==> src/rtl/irqc_pkg.sv <==
package irqc_pkg;

    localparam int REG_W      = 8;
    localparam int B_GIE      = 7;
    localparam int B_EDGE_SEL = 6;
    localparam logic [REG_W-1:0] OPT_RESET = 8'h40;

    typedef enum logic {
        SEL_CTRL = 1'b0,
        SEL_OPT  = 1'b1
    } reg_sel_e;

    // source events for one cycle; order matches the flag bits 2..0
    typedef struct packed {
        logic tmr_wrap;
        logic ext_edge;
        logic port_chg;
    } irq_evt_t;

    typedef struct packed {
        logic gie;
        logic tmr_en;
        logic ext_en;
        logic port_en;
        logic tmr_fl;
        logic ext_fl;
        logic port_fl;
    } ctrl_t;

    function automatic logic [REG_W-1:0] ctrl_to_bits(input ctrl_t c);
        return {c.gie, 1'b0, c.tmr_en, c.ext_en, c.port_en,
                c.tmr_fl, c.ext_fl, c.port_fl};
    endfunction

    function automatic ctrl_t bits_to_ctrl(input logic [REG_W-1:0] b);
        ctrl_t c;
        c.gie     = b[7];
        c.tmr_en  = b[5];
        c.ext_en  = b[4];
        c.port_en = b[3];
        c.tmr_fl  = b[2];
        c.ext_fl  = b[1];
        c.port_fl = b[0];
        return c;
    endfunction

    function automatic logic [2:0] pending(input ctrl_t c);
        return {c.tmr_en & c.tmr_fl, c.ext_en & c.ext_fl, c.port_en & c.port_fl};
    endfunction

endpackage

==> src/rtl/irqc_sync.sv <==
module irqc_sync #(
    parameter int W      = 5,
    parameter int STAGES = 2
) (
    input  logic         clk,
    input  logic         rst,
    input  logic [W-1:0] d,
    output logic [W-1:0] q
);
    logic [W-1:0] stg [STAGES];

    always_ff @(posedge clk) begin
        if (rst) stg[0] <= '0;
        else     stg[0] <= d;
    end

    for (genvar i = 1; i < STAGES; i++) begin : g_stage
        always_ff @(posedge clk) begin
            if (rst) stg[i] <= '0;
            else     stg[i] <= stg[i-1];
        end
    end

    assign q = stg[STAGES-1];
endmodule

==> src/rtl/irqc_evt.sv <==
module irqc_evt
    import irqc_pkg::*;
#(
    parameter int PORT_W = 4,
    parameter int TMR_W  = 8
) (
    input  logic              clk,
    input  logic              rst,
    input  logic              pin_s,
    input  logic [PORT_W-1:0] port_s,
    input  logic [TMR_W-1:0]  tmr_val,
    input  logic              edge_rise,
    input  logic              port_rd,
    output irq_evt_t          evt
);
    logic              pin_prev;
    logic [PORT_W-1:0] port_ref;
    logic [TMR_W-1:0]  tmr_prev;

    always_ff @(posedge clk) begin
        if (rst) begin
            pin_prev <= 1'b0;
            port_ref <= '0;
            tmr_prev <= '0;
        end else begin
            pin_prev <= pin_s;
            tmr_prev <= tmr_val;
            if (port_rd) port_ref <= port_s;
        end
    end

    always_comb begin
        evt.ext_edge = edge_rise ? (pin_s & ~pin_prev) : (~pin_s & pin_prev);
        evt.port_chg = |(port_s ^ port_ref);
        evt.tmr_wrap = (&tmr_prev) & (tmr_val == '0);
    end
endmodule

==> src/rtl/irqc_regs.sv <==
module irqc_regs
    import irqc_pkg::*;
(
    input  logic             clk,
    input  logic             rst,
    input  logic             wr_en,
    input  reg_sel_e         wr_sel,
    input  logic [REG_W-1:0] wr_data,
    input  irq_evt_t         evt,
    input  logic             vec_take,
    input  logic             irq_return,
    output ctrl_t            ctrl,
    output logic             edge_rise
);
    ctrl_t ctrl_q, ctrl_nx;
    logic  edge_q;

    always_comb begin
        ctrl_nx = ctrl_q;
        if (wr_en && wr_sel == SEL_CTRL) ctrl_nx = bits_to_ctrl(wr_data);
        if (irq_return) ctrl_nx.gie = 1'b1;
        if (vec_take)   ctrl_nx.gie = 1'b0;
        ctrl_nx.tmr_fl  = ctrl_nx.tmr_fl  | evt.tmr_wrap;
        ctrl_nx.ext_fl  = ctrl_nx.ext_fl  | evt.ext_edge;
        ctrl_nx.port_fl = ctrl_nx.port_fl | evt.port_chg;
    end

    always_ff @(posedge clk) begin
        if (rst) begin
            ctrl_q <= '0;
            edge_q <= OPT_RESET[B_EDGE_SEL];
        end else begin
            ctrl_q <= ctrl_nx;
            if (wr_en && wr_sel == SEL_OPT) edge_q <= wr_data[B_EDGE_SEL];
        end
    end

    assign ctrl      = ctrl_q;
    assign edge_rise = edge_q;
endmodule

==> src/rtl/irq_flag_ctrl.sv <==
module irq_flag_ctrl
    import irqc_pkg::*;
#(
    parameter int PORT_W = 4,
    parameter int TMR_W  = 8,
    parameter int SYNC_N = 2
) (
    input  logic              clk,
    input  logic              rst,
    input  logic              ext_pin,
    input  logic [PORT_W-1:0] port_hi,
    input  logic [TMR_W-1:0]  tmr_val,
    input  logic              port_rd,
    input  logic              reg_wr,
    input  logic              reg_sel,
    input  logic [REG_W-1:0]  wr_data,
    output logic [REG_W-1:0]  rd_data,
    input  logic              vec_take,
    input  logic              irq_return,
    input  logic              sleeping,
    output logic              irq,
    output logic              wake
);
    localparam int SW = PORT_W + 1;

    logic [SW-1:0]     sync_q;
    logic              pin_s;
    logic [PORT_W-1:0] port_s;
    logic              edge_rise;
    irq_evt_t          evt;
    ctrl_t             ctrl;
    reg_sel_e          sel;
    logic [2:0]        pend;
    logic [REG_W-1:0]  ctrl_view;
    logic              ext_hit;

    assign sel = reg_sel_e'(reg_sel);

    irqc_sync #(.W(SW), .STAGES(SYNC_N)) u_sync (
        .clk (clk),
        .rst (rst),
        .d   ({ext_pin, port_hi}),
        .q   (sync_q)
    );

    assign pin_s  = sync_q[SW-1];
    assign port_s = sync_q[PORT_W-1:0];

    irqc_evt #(.PORT_W(PORT_W), .TMR_W(TMR_W)) u_evt (
        .clk       (clk),
        .rst       (rst),
        .pin_s     (pin_s),
        .port_s    (port_s),
        .tmr_val   (tmr_val),
        .edge_rise (edge_rise),
        .port_rd   (port_rd),
        .evt       (evt)
    );

    irqc_regs u_regs (
        .clk        (clk),
        .rst        (rst),
        .wr_en      (reg_wr),
        .wr_sel     (sel),
        .wr_data    (wr_data),
        .evt        (evt),
        .vec_take   (vec_take),
        .irq_return (irq_return),
        .ctrl       (ctrl),
        .edge_rise  (edge_rise)
    );

    assign pend      = pending(ctrl);
    assign ctrl_view = ctrl_to_bits(ctrl);
    assign ext_hit   = evt.ext_edge;
    assign irq       = ctrl.gie & (|pend);
    assign wake      = sleeping & (|pend);

    always_comb begin
        if (sel == SEL_OPT) begin
            rd_data             = '0;
            rd_data[B_EDGE_SEL] = edge_rise;
        end else begin
            rd_data = ctrl_view;
        end
    end
endmodule

==> config.mk <==
export PLATFORM = sky130hd
export DESIGN_NAME = irq_flag_ctrl
export DESIGN_NICKNAME = d
export VERILOG_FILES = /design/src/rtl/irqc_pkg.sv /design/src/rtl/irqc_sync.sv /design/src/rtl/irqc_evt.sv /design/src/rtl/irqc_regs.sv /design/src/rtl/irq_flag_ctrl.sv
export SDC_FILE = /design/constraint.sdc
export NUM_CORES = 1
export LEC_CHECK = 0
export BUFFER_PORTS_ARGS = -buffer_cell sky130_fd_sc_hd__clkbuf_2
export CELL_PAD_IN_SITES_DETAIL_PLACEMENT = 0
export CELL_PAD_IN_SITES_GLOBAL_PLACEMENT = 2
export CORE_UTILIZATION = 28
export DETAILED_ROUTE_END_ITERATION = 10
export PLACE_DENSITY_LB_ADDON = 0.1
export SLEW_MARGIN = 20
export SYNTH_ARGS = -nofsm -noshare
export SYNTH_HDL_FRONTEND = slang
export SYNTH_SLANG_ARGS = --single-unit
==> constraint.sdc <==
create_clock -name clk -period 1.5 [get_ports clk]
set_input_delay 0.15 -clock clk [delete_from_list [all_inputs] [get_ports clk]]
set_output_delay 0.15 -clock clk [all_outputs]
set_load 0.05 [all_outputs]
==> flow_metrics.env, run 1 <==
export IMPL_area_growth_pct=31.5
export IMPL_clock_latency_ns=0.28
export IMPL_leakage_nw=0.656
export IMPL_ff2ff_setup_slack_ns=0.40
export IMPL_synth_top_area_share_pct=55.7
export IMPL_syn_nets=142
export IMPL_dpl_cell_area_mm2=0.00136
export IMPL_crit_arrival_ns=1.31
export IMPL_post_route_period_util_pct=97.3
export IMPL_tns_ns=0
export IMPL_rr_worst_depth=3
export IMPL_rsz0062_at_grt="yes"
export IMPL_hold_depth=2
export IMPL_tritoncts="yes"
export IMPL_hp_start="vec_take"
export IMPL_endpoint_kind="output port"
export IMPL_num_rows=22
export IMPL_cp_slowest_cell="a222oi_1"
export IMPL_dp_cells=195
export IMPL_yosys_warnings=0
export IMPL_die_w_um=65.1
export IMPL_grt_pass1_wl_um=3130
export IMPL_yosysSeqAreaShare_pct=55.7
export IMPL_synthFlopType="dfxtp_1"
export IMPL_critPathKind="register to output port"
export IMPL_final_nets=184
export IMPL_postLayoutCellArea_mm2=0.00147
export IMPL_cts_buffers=5
export IMPL_skew_ns=0.00695
export IMPL_track_usage_pct=10.1
export IMPL_die_area_mm2=0.00424
export IMPL_ioPinCount=39
export IMPL_h_tree_depth=2
export IMPL_synth_edf_count=0
export IMPL_antenna_found_initial=0
export IMPL_die_h_um=65.1
export IMPL_r2r_start="u_evt.tmr_prev[6]$_SDFF_PP0_"
export IMPL_wire_per_inst_um=9.70
export IMPL_hold_slack_ns=0.0275
export IMPL_startpoint="u_regs.ctrl[5]$_SDFFE_PP0P_"
export IMPL_ir_drop_mv=0.693
export IMPL_clock_fmax_mhz=685
export IMPL_drive_above_1_share_pct=32.1
export IMPL_clockRootBuffer="clkbuf_8"
export IMPL_drc_errors=0
export IMPL_hp_class="primary input to register"
export IMPL_critPathMaxFanout=2
export IMPL_synth_area_leaders="dfxtp_1, nor2b_1, mux2i_1, nand2_1, xor2_1"
export IMPL_grt_max_degree=21
export IMPL_ctsLongestPathBuffers=2
export IMPL_vias=877
export IMPL_layout_commonest_cell="clkbuf_2"
export IMPL_r2r_end="u_regs.ctrl[2]$_SDFF_PP0_"
export IMPL_gp_congestion=0.648
export IMPL_required_ns=1.35
export IMPL_drtPass1Iterations=4
export IMPL_vias_per_cell=4.30
export IMPL_initial_core_util_pct=29.8
export IMPL_wl_um=1980
export IMPL_syn_inst=113
export IMPL_netlist_area_mm2=0.00111
export IMPL_min_to="u_regs.ctrl[6]$_SDFFE_PP0P_"
export IMPL_pre_cts_ws_ns=-0.0146
export IMPL_gr_total_overflow=0
export IMPL_cp_slowest_stage_delay_ns=0.42
export IMPL_finalNonFillerCells=204
export IMPL_port_buffers=38
export IMPL_power_total_mw=1.67
export IMPL_path_clk_slew_ns=0.06
export IMPL_max_cap_viol_count=0
export IMPL_status="finished clean"
export IMPL_core_mm2=0.00374
export IMPL_max_slew_worst_pin_slew_ns=0.401
export IMPL_cts_num_sinks=31
export IMPL_async_flop_share_pct=0
export IMPL_final_cell_mix="clkbuf_2, dfxtp_1, nor2b_1"
export IMPL_power_density_mw_per_mm2=1140
export IMPL_ys_ff_latch=31
export IMPL_place_hpwl_um=1540
export IMPL_finalSetupViolCount=0
export IMPL_finish_utilization_pct=39.2
export IMPL_fill_cells=404
export IMPL_maxSlewViolCount=0
export IMPL_ys_types=22
export IMPL_avgSynthCellArea_um2=9.87
export IMPL_fin_crit_ns=1.46
export IMPL_synth_area_leader_cell="dfxtp_1"
export IMPL_path_cells="a222oi_1 -> nor2b_1 -> clkbuf_8"
export IMPL_dr_first_iter_drc_count=22
export IMPL_worst_slack_ns=0.0411
export IMPL_num_antenna_cells=0
export IMPL_worstSetupStartpointType="register"
export IMPL_finalHoldViolations=0
export IMPL_hold_buffers=0
export IMPL_grt_pass1_vias=777
export IMPL_slew_headroom_pct=73.2
export IMPL_ant_nets=0
layout make-up:
| cell class | count | area [um2] | area share, % |
|---|---|---|---|
| clock inverter | 1 | 5.00 | 0.341 |
| timing repair buffer | 41 | 230 | 15.7 |
| multi-input combinational | 75 | 468 | 31.9 |
| inverter | 1 | 3.75 | 0.256 |
| clock buffer | 7 | 76.3 | 5.20 |
| sequential | 31 | 623 | 42.5 |
| tap | 48 | 60.1 | 4.10 |
cells by family (layout without fill, tap and decap cells):
logic type | after synthesis | in the layout | share of synthesized area (%)
and+or+nand+nor | 56 | 56 | 28.1
AOI/OAI and AO/OA | 10 | 10 | 6.29
xor gates and xnor gates | 4 | 4 | 3.14
buffers and inverters | 7 | 50 | 2.36
DFF | 31 | 31 | 55.7
muxes | 5 | 5 | 4.49
worst max path at each step:
stage	endpoint	slack (ns)	cells after the start
4_1_cts	irq	0.005	3
3_3_place_gp	u_regs.ctrl[2]$_SDFF_PP0_	0.02	4
3_5_place_dp	u_regs.ctrl[2]$_SDFF_PP0_	-0.01	4
5_1_grt	wake	-0.05	3
2_1_floorplan	u_regs.ctrl[2]$_SDFF_PP0_	0.16	3
6_report	irq	0.04	3
what timing repair did:
| item | CTS | global route |
|---|---|---|
| gates resized for setup | 5 | 1 |
| buffers inserted | 1 | 0 |
| setup endpoints to repair | 2 | 2 |
| pin swaps | 1 | 0 |
| cloned | 0 | 0 |
registers in the layout (all words and copies together) (netlist names):
signal,cells
u_evt.pin_prev,1
u_sync.stg,10
u_regs.ctrl,7
u_evt.port_ref,4
u_regs.edge_rise,1
u_evt.tmr_prev,8
critical path, delay by kind of cell (launching register included):
family / cells / cell delay, ns
AND/OR/NAND/NOR: 1 / 0.10
AO/OA/AOI/OAI: 1 / 0.42
buffers and inverters: 1 / 0.19
flip-flops: 1 / 0.32
power breakdown:
group	leakage (nW)	switching [mW]	internal, mW
logic	0.357	0.0955	0.0793
registers	0.257	0.0191	0.865
clock network	0.0422	0.283	0.325
total	0.656	0.398	1.27
synth_stat cells (2+ instances only):
cell      number
buf_1          2
nor2b_1       28
a21oi_1        3
or4_1          3
clkbuf_1       4
nand2_1       13
xor2_1         4
dfxtp_1       31
nand4_1        2
a31oi_1        3
nor2_1         5
mux2i_1        5
routing by layer:
layer	track usage, %	wire length (um)	up-vias
li1	-	-	455
met1	10.1	846	382
met2	17.1	909	35
met3	5.38	184	5
met4	4.89	38	0
met5	0	0	-
No activity file was read; power rests on OpenSTA's default activity.
==> inputs of run 2 (changes only) <==
--- a/config.mk
+++ b/config.mk
@@ -8,10 +8,11 @@
 export BUFFER_PORTS_ARGS = -buffer_cell sky130_fd_sc_hd__clkbuf_2
 export CELL_PAD_IN_SITES_DETAIL_PLACEMENT = 0
 export CELL_PAD_IN_SITES_GLOBAL_PLACEMENT = 2
-export CORE_UTILIZATION = 28
+export CORE_UTILIZATION = 29
 export DETAILED_ROUTE_END_ITERATION = 10
 export PLACE_DENSITY_LB_ADDON = 0.1
 export SLEW_MARGIN = 20
 export SYNTH_ARGS = -nofsm -noshare
 export SYNTH_HDL_FRONTEND = slang
+export SYNTH_HIERARCHICAL = 1
 export SYNTH_SLANG_ARGS = --single-unit
==> constraint.sdc (replaced) <==
create_clock -name clk -period 1.5 [get_ports clk]
set_input_delay 0.225 -clock clk [delete_from_list [all_inputs] [get_ports clk]]
set_output_delay 0.225 -clock clk [all_outputs]
set_load 0.05 [all_outputs]
==> run 2 against run 1 <==
The run now ends with setup timing left. Worst setup slack worse by 0.066 ns. Fmax down 4.3%. Non-clock buffer count grew 2. Sequential share of layout area down 2.5 points. Critical endpoint unchanged. Highest routed layer unchanged.
==> flow_metrics.env, run 2 <==
export IMPL_synth_area_leader_cell="dfxtp_1"
export IMPL_vias_per_cell=4.39
export IMPL_drtPass1Iterations=4
export IMPL_antenna_found_initial=0
export IMPL_skew_ns=0.00322
export IMPL_post_route_period_util_pct=102
export IMPL_drive_above_1_share_pct=39.2
export IMPL_grt_busiest_layer="met2"
export IMPL_pre_cts_ws_ns=-0.0247
export IMPL_finalHoldViolations=0
export IMPL_initial_core_util_pct=30.5
export IMPL_synth_area_leaders="dfxtp_1, nor2b_1, nor3_1, mux2i_1, xnor2_1"
export IMPL_clock_fmax_mhz=656
export IMPL_slew_headroom_pct=82.1
export IMPL_critPathKind="register to output port"
export IMPL_die_h_um=64.6
export IMPL_clockRootBuffer="clkbuf_8"
export IMPL_largest_reg_flops=10
export IMPL_async_flop_share_pct=0
export IMPL_ir_drop_mv=0.462
export IMPL_gr_usage_met1_pct=13.2
export IMPL_core_mm2=0.00372
export IMPL_dr_first_iter_drc_count=40
export IMPL_num_rows=22
export IMPL_clock_latency_ns=0.28
export IMPL_cts_num_sinks=31
export IMPL_synth_top_area_share_pct=54.7
export IMPL_fin_crit_ns=1.52
export IMPL_avgSynthCellArea_um2=10.3
export IMPL_wire_per_inst_um=10.8
export IMPL_power_density_mw_per_mm2=1240
export IMPL_worst_slack_ns=-0.0245
export IMPL_synth_edf_count=0
export IMPL_hp_class="primary input to register"
export IMPL_max_slew_worst_pin_slew_ns=0.267
export IMPL_ctsLongestPathBuffers=2
export IMPL_syn_nets=139
export IMPL_endpoint_kind="output port"
export IMPL_die_area_mm2=0.00417
export IMPL_rsz0062_at_grt="yes"
export IMPL_path_clk_slew_ns=0.06
export IMPL_finalSetupViolCount=2
export IMPL_layout_commonest_cell="clkbuf_2"
export IMPL_netlist_area_mm2=0.00113
export IMPL_power_total_mw=1.92
export IMPL_cts_buffers=5
export IMPL_crit_arrival_ns=1.30
export IMPL_max_cap_viol_count=0
export IMPL_grt_use_met3_pct=5.81
export IMPL_ioPinCount=39
export IMPL_dpl_cell_area_mm2=0.00139
export IMPL_finish_utilization_pct=41.9
export IMPL_use_met2_pct=19.9
export IMPL_status="finished, violations left"
export IMPL_leakage_nw=0.661
export IMPL_grt_max_degree=14
export IMPL_final_nets=186
export IMPL_yosys_warnings=6
export IMPL_wl_um=2230
export IMPL_post_synth_top_count_cell="dfxtp_1"
export IMPL_critPathMaxFanout=2
export IMPL_die_w_um=64.6
export IMPL_drc_errors=0
export IMPL_port_buffers=38
export IMPL_yosysSeqAreaShare_pct=54.7
export IMPL_tritoncts="yes"
export IMPL_num_antenna_cells=0
export IMPL_grt_pass1_wl_um=3760
export IMPL_grt_pass1_vias=875
export IMPL_vias=904
export IMPL_maxSlewViolCount=0
export IMPL_gr_total_overflow=0
export IMPL_track_usage_pct=12.3
export IMPL_place_hpwl_um=1670
export IMPL_h_tree_depth=2
export IMPL_synthFlopType="dfxtp_1"
export IMPL_gp_congestion=0.651
export IMPL_worstSetupStartpointType="register"
export IMPL_failed_checks="setup timing"
export IMPL_tns_ns=-0.0481
export IMPL_required_ns=1.27
export IMPL_hold_buffers=0
export IMPL_postLayoutCellArea_mm2=0.00156
export IMPL_ant_nets=0
export IMPL_ys_ff_latch=31
export IMPL_area_growth_pct=37.2
export IMPL_syn_inst=110
export IMPL_final_cell_mix="clkbuf_2, dfxtp_1, nor2b_1"
export IMPL_synth_common_cells="dfxtp_1, nor2b_1, nor3_1, nand2_1"
export IMPL_ys_types=24
export IMPL_regMostFlops="u_sync/stg"
-- run 2: changes by cell type after synthesis, moves of 2 or more --
cell / before / now
nor3_1: 0 / 10
nand2_1: 13 / 7
xnor2_1: 0 / 4
xor2_1: 4 / 0
a31oi_1: 3 / 0
clkbuf_1: 4 / 2
nor4_2: 0 / 2
or4_1: 3 / 1
-- run 2: kinds of logic (layout without fill, tap and decap cells) --
group | count (synthesis) | count (layout) | share of synthesized area [%]
XOR/XNOR | 4 | 4 | 3.09
AND/OR/NAND/NOR | 61 | 61 | 33.4
flip-flops | 31 | 31 | 54.7
AO/OA/AOI/OAI | 7 | 7 | 4.30
buffers and inverters | 3 | 51 | 0.992
multiplexers | 4 | 4 | 3.53
-- run 2: final cells by class --
type	count	area, um2
fill	392	2160
sequential	31	623
multi-input combinational	76	508
timing repair buffer	43	248
clock buffer	6	82.6
tap	48	60.1
clock inverter	2	35.0
-- run 2: routing by layer --
metal	vias up	part of all wire, %
met1	405	43
met5	-	0
met4	0	1.7
met2	31	47
met3	4	7.9
li1	464	-
-- run 2: report_power, final --
| part | switching, mW | internal, mW | leakage [nW] |
|---|---|---|---|
| clock network | 0.296 | 0.537 | 0.0612 |
| logic | 0.110 | 0.0939 | 0.343 |
| registers | 0.0200 | 0.866 | 0.257 |
-- run 2: worst paths after layout --
path | from | endpoint | slack (ns) | cells past startpoint
min | vec_take | u_regs/ctrl[6]$_SDFFE_PP0P_ | 0.12 | 2
max | u_regs/ctrl[1]$_SDFF_PP0_ | irq | -0.02 | 4
min reg2reg | u_sync/stg[0][3]$_SDFF_PP0_ | u_sync/stg[1][3]$_SDFF_PP0_ | 0.43 | 1
max reg2reg | u_evt/tmr_prev[6]$_SDFF_PP0_ | u_regs/ctrl[2]$_SDFF_PP0_ | 0.50 | 4
-- run 2: critical path, cell delays in order, from the launching register on --
cell and delay [ns]:
dfxtp_2 0.33, a222oi_1 0.32, buf_4 0.18, nor2b_2 0.04, buf_8 0.14
-- run 2: timing repair --
| action | CTS | global route |
|---|---|---|
| pin swaps | 1 | 1 |
| gates resized for setup | 6 | 4 |
| setup endpoints to repair | 2 | 2 |
| setup buffers | 3 | 0 |
| cloned | 0 | 0 |
-- run 2: metrics by stage --
stage	instances	hold WS, ns
finish	206	0.116
CTS	206	0.109
floorplan	110	0.296
global placement	195	0.405
detailed placement	195	0.400
global route	206	0.114
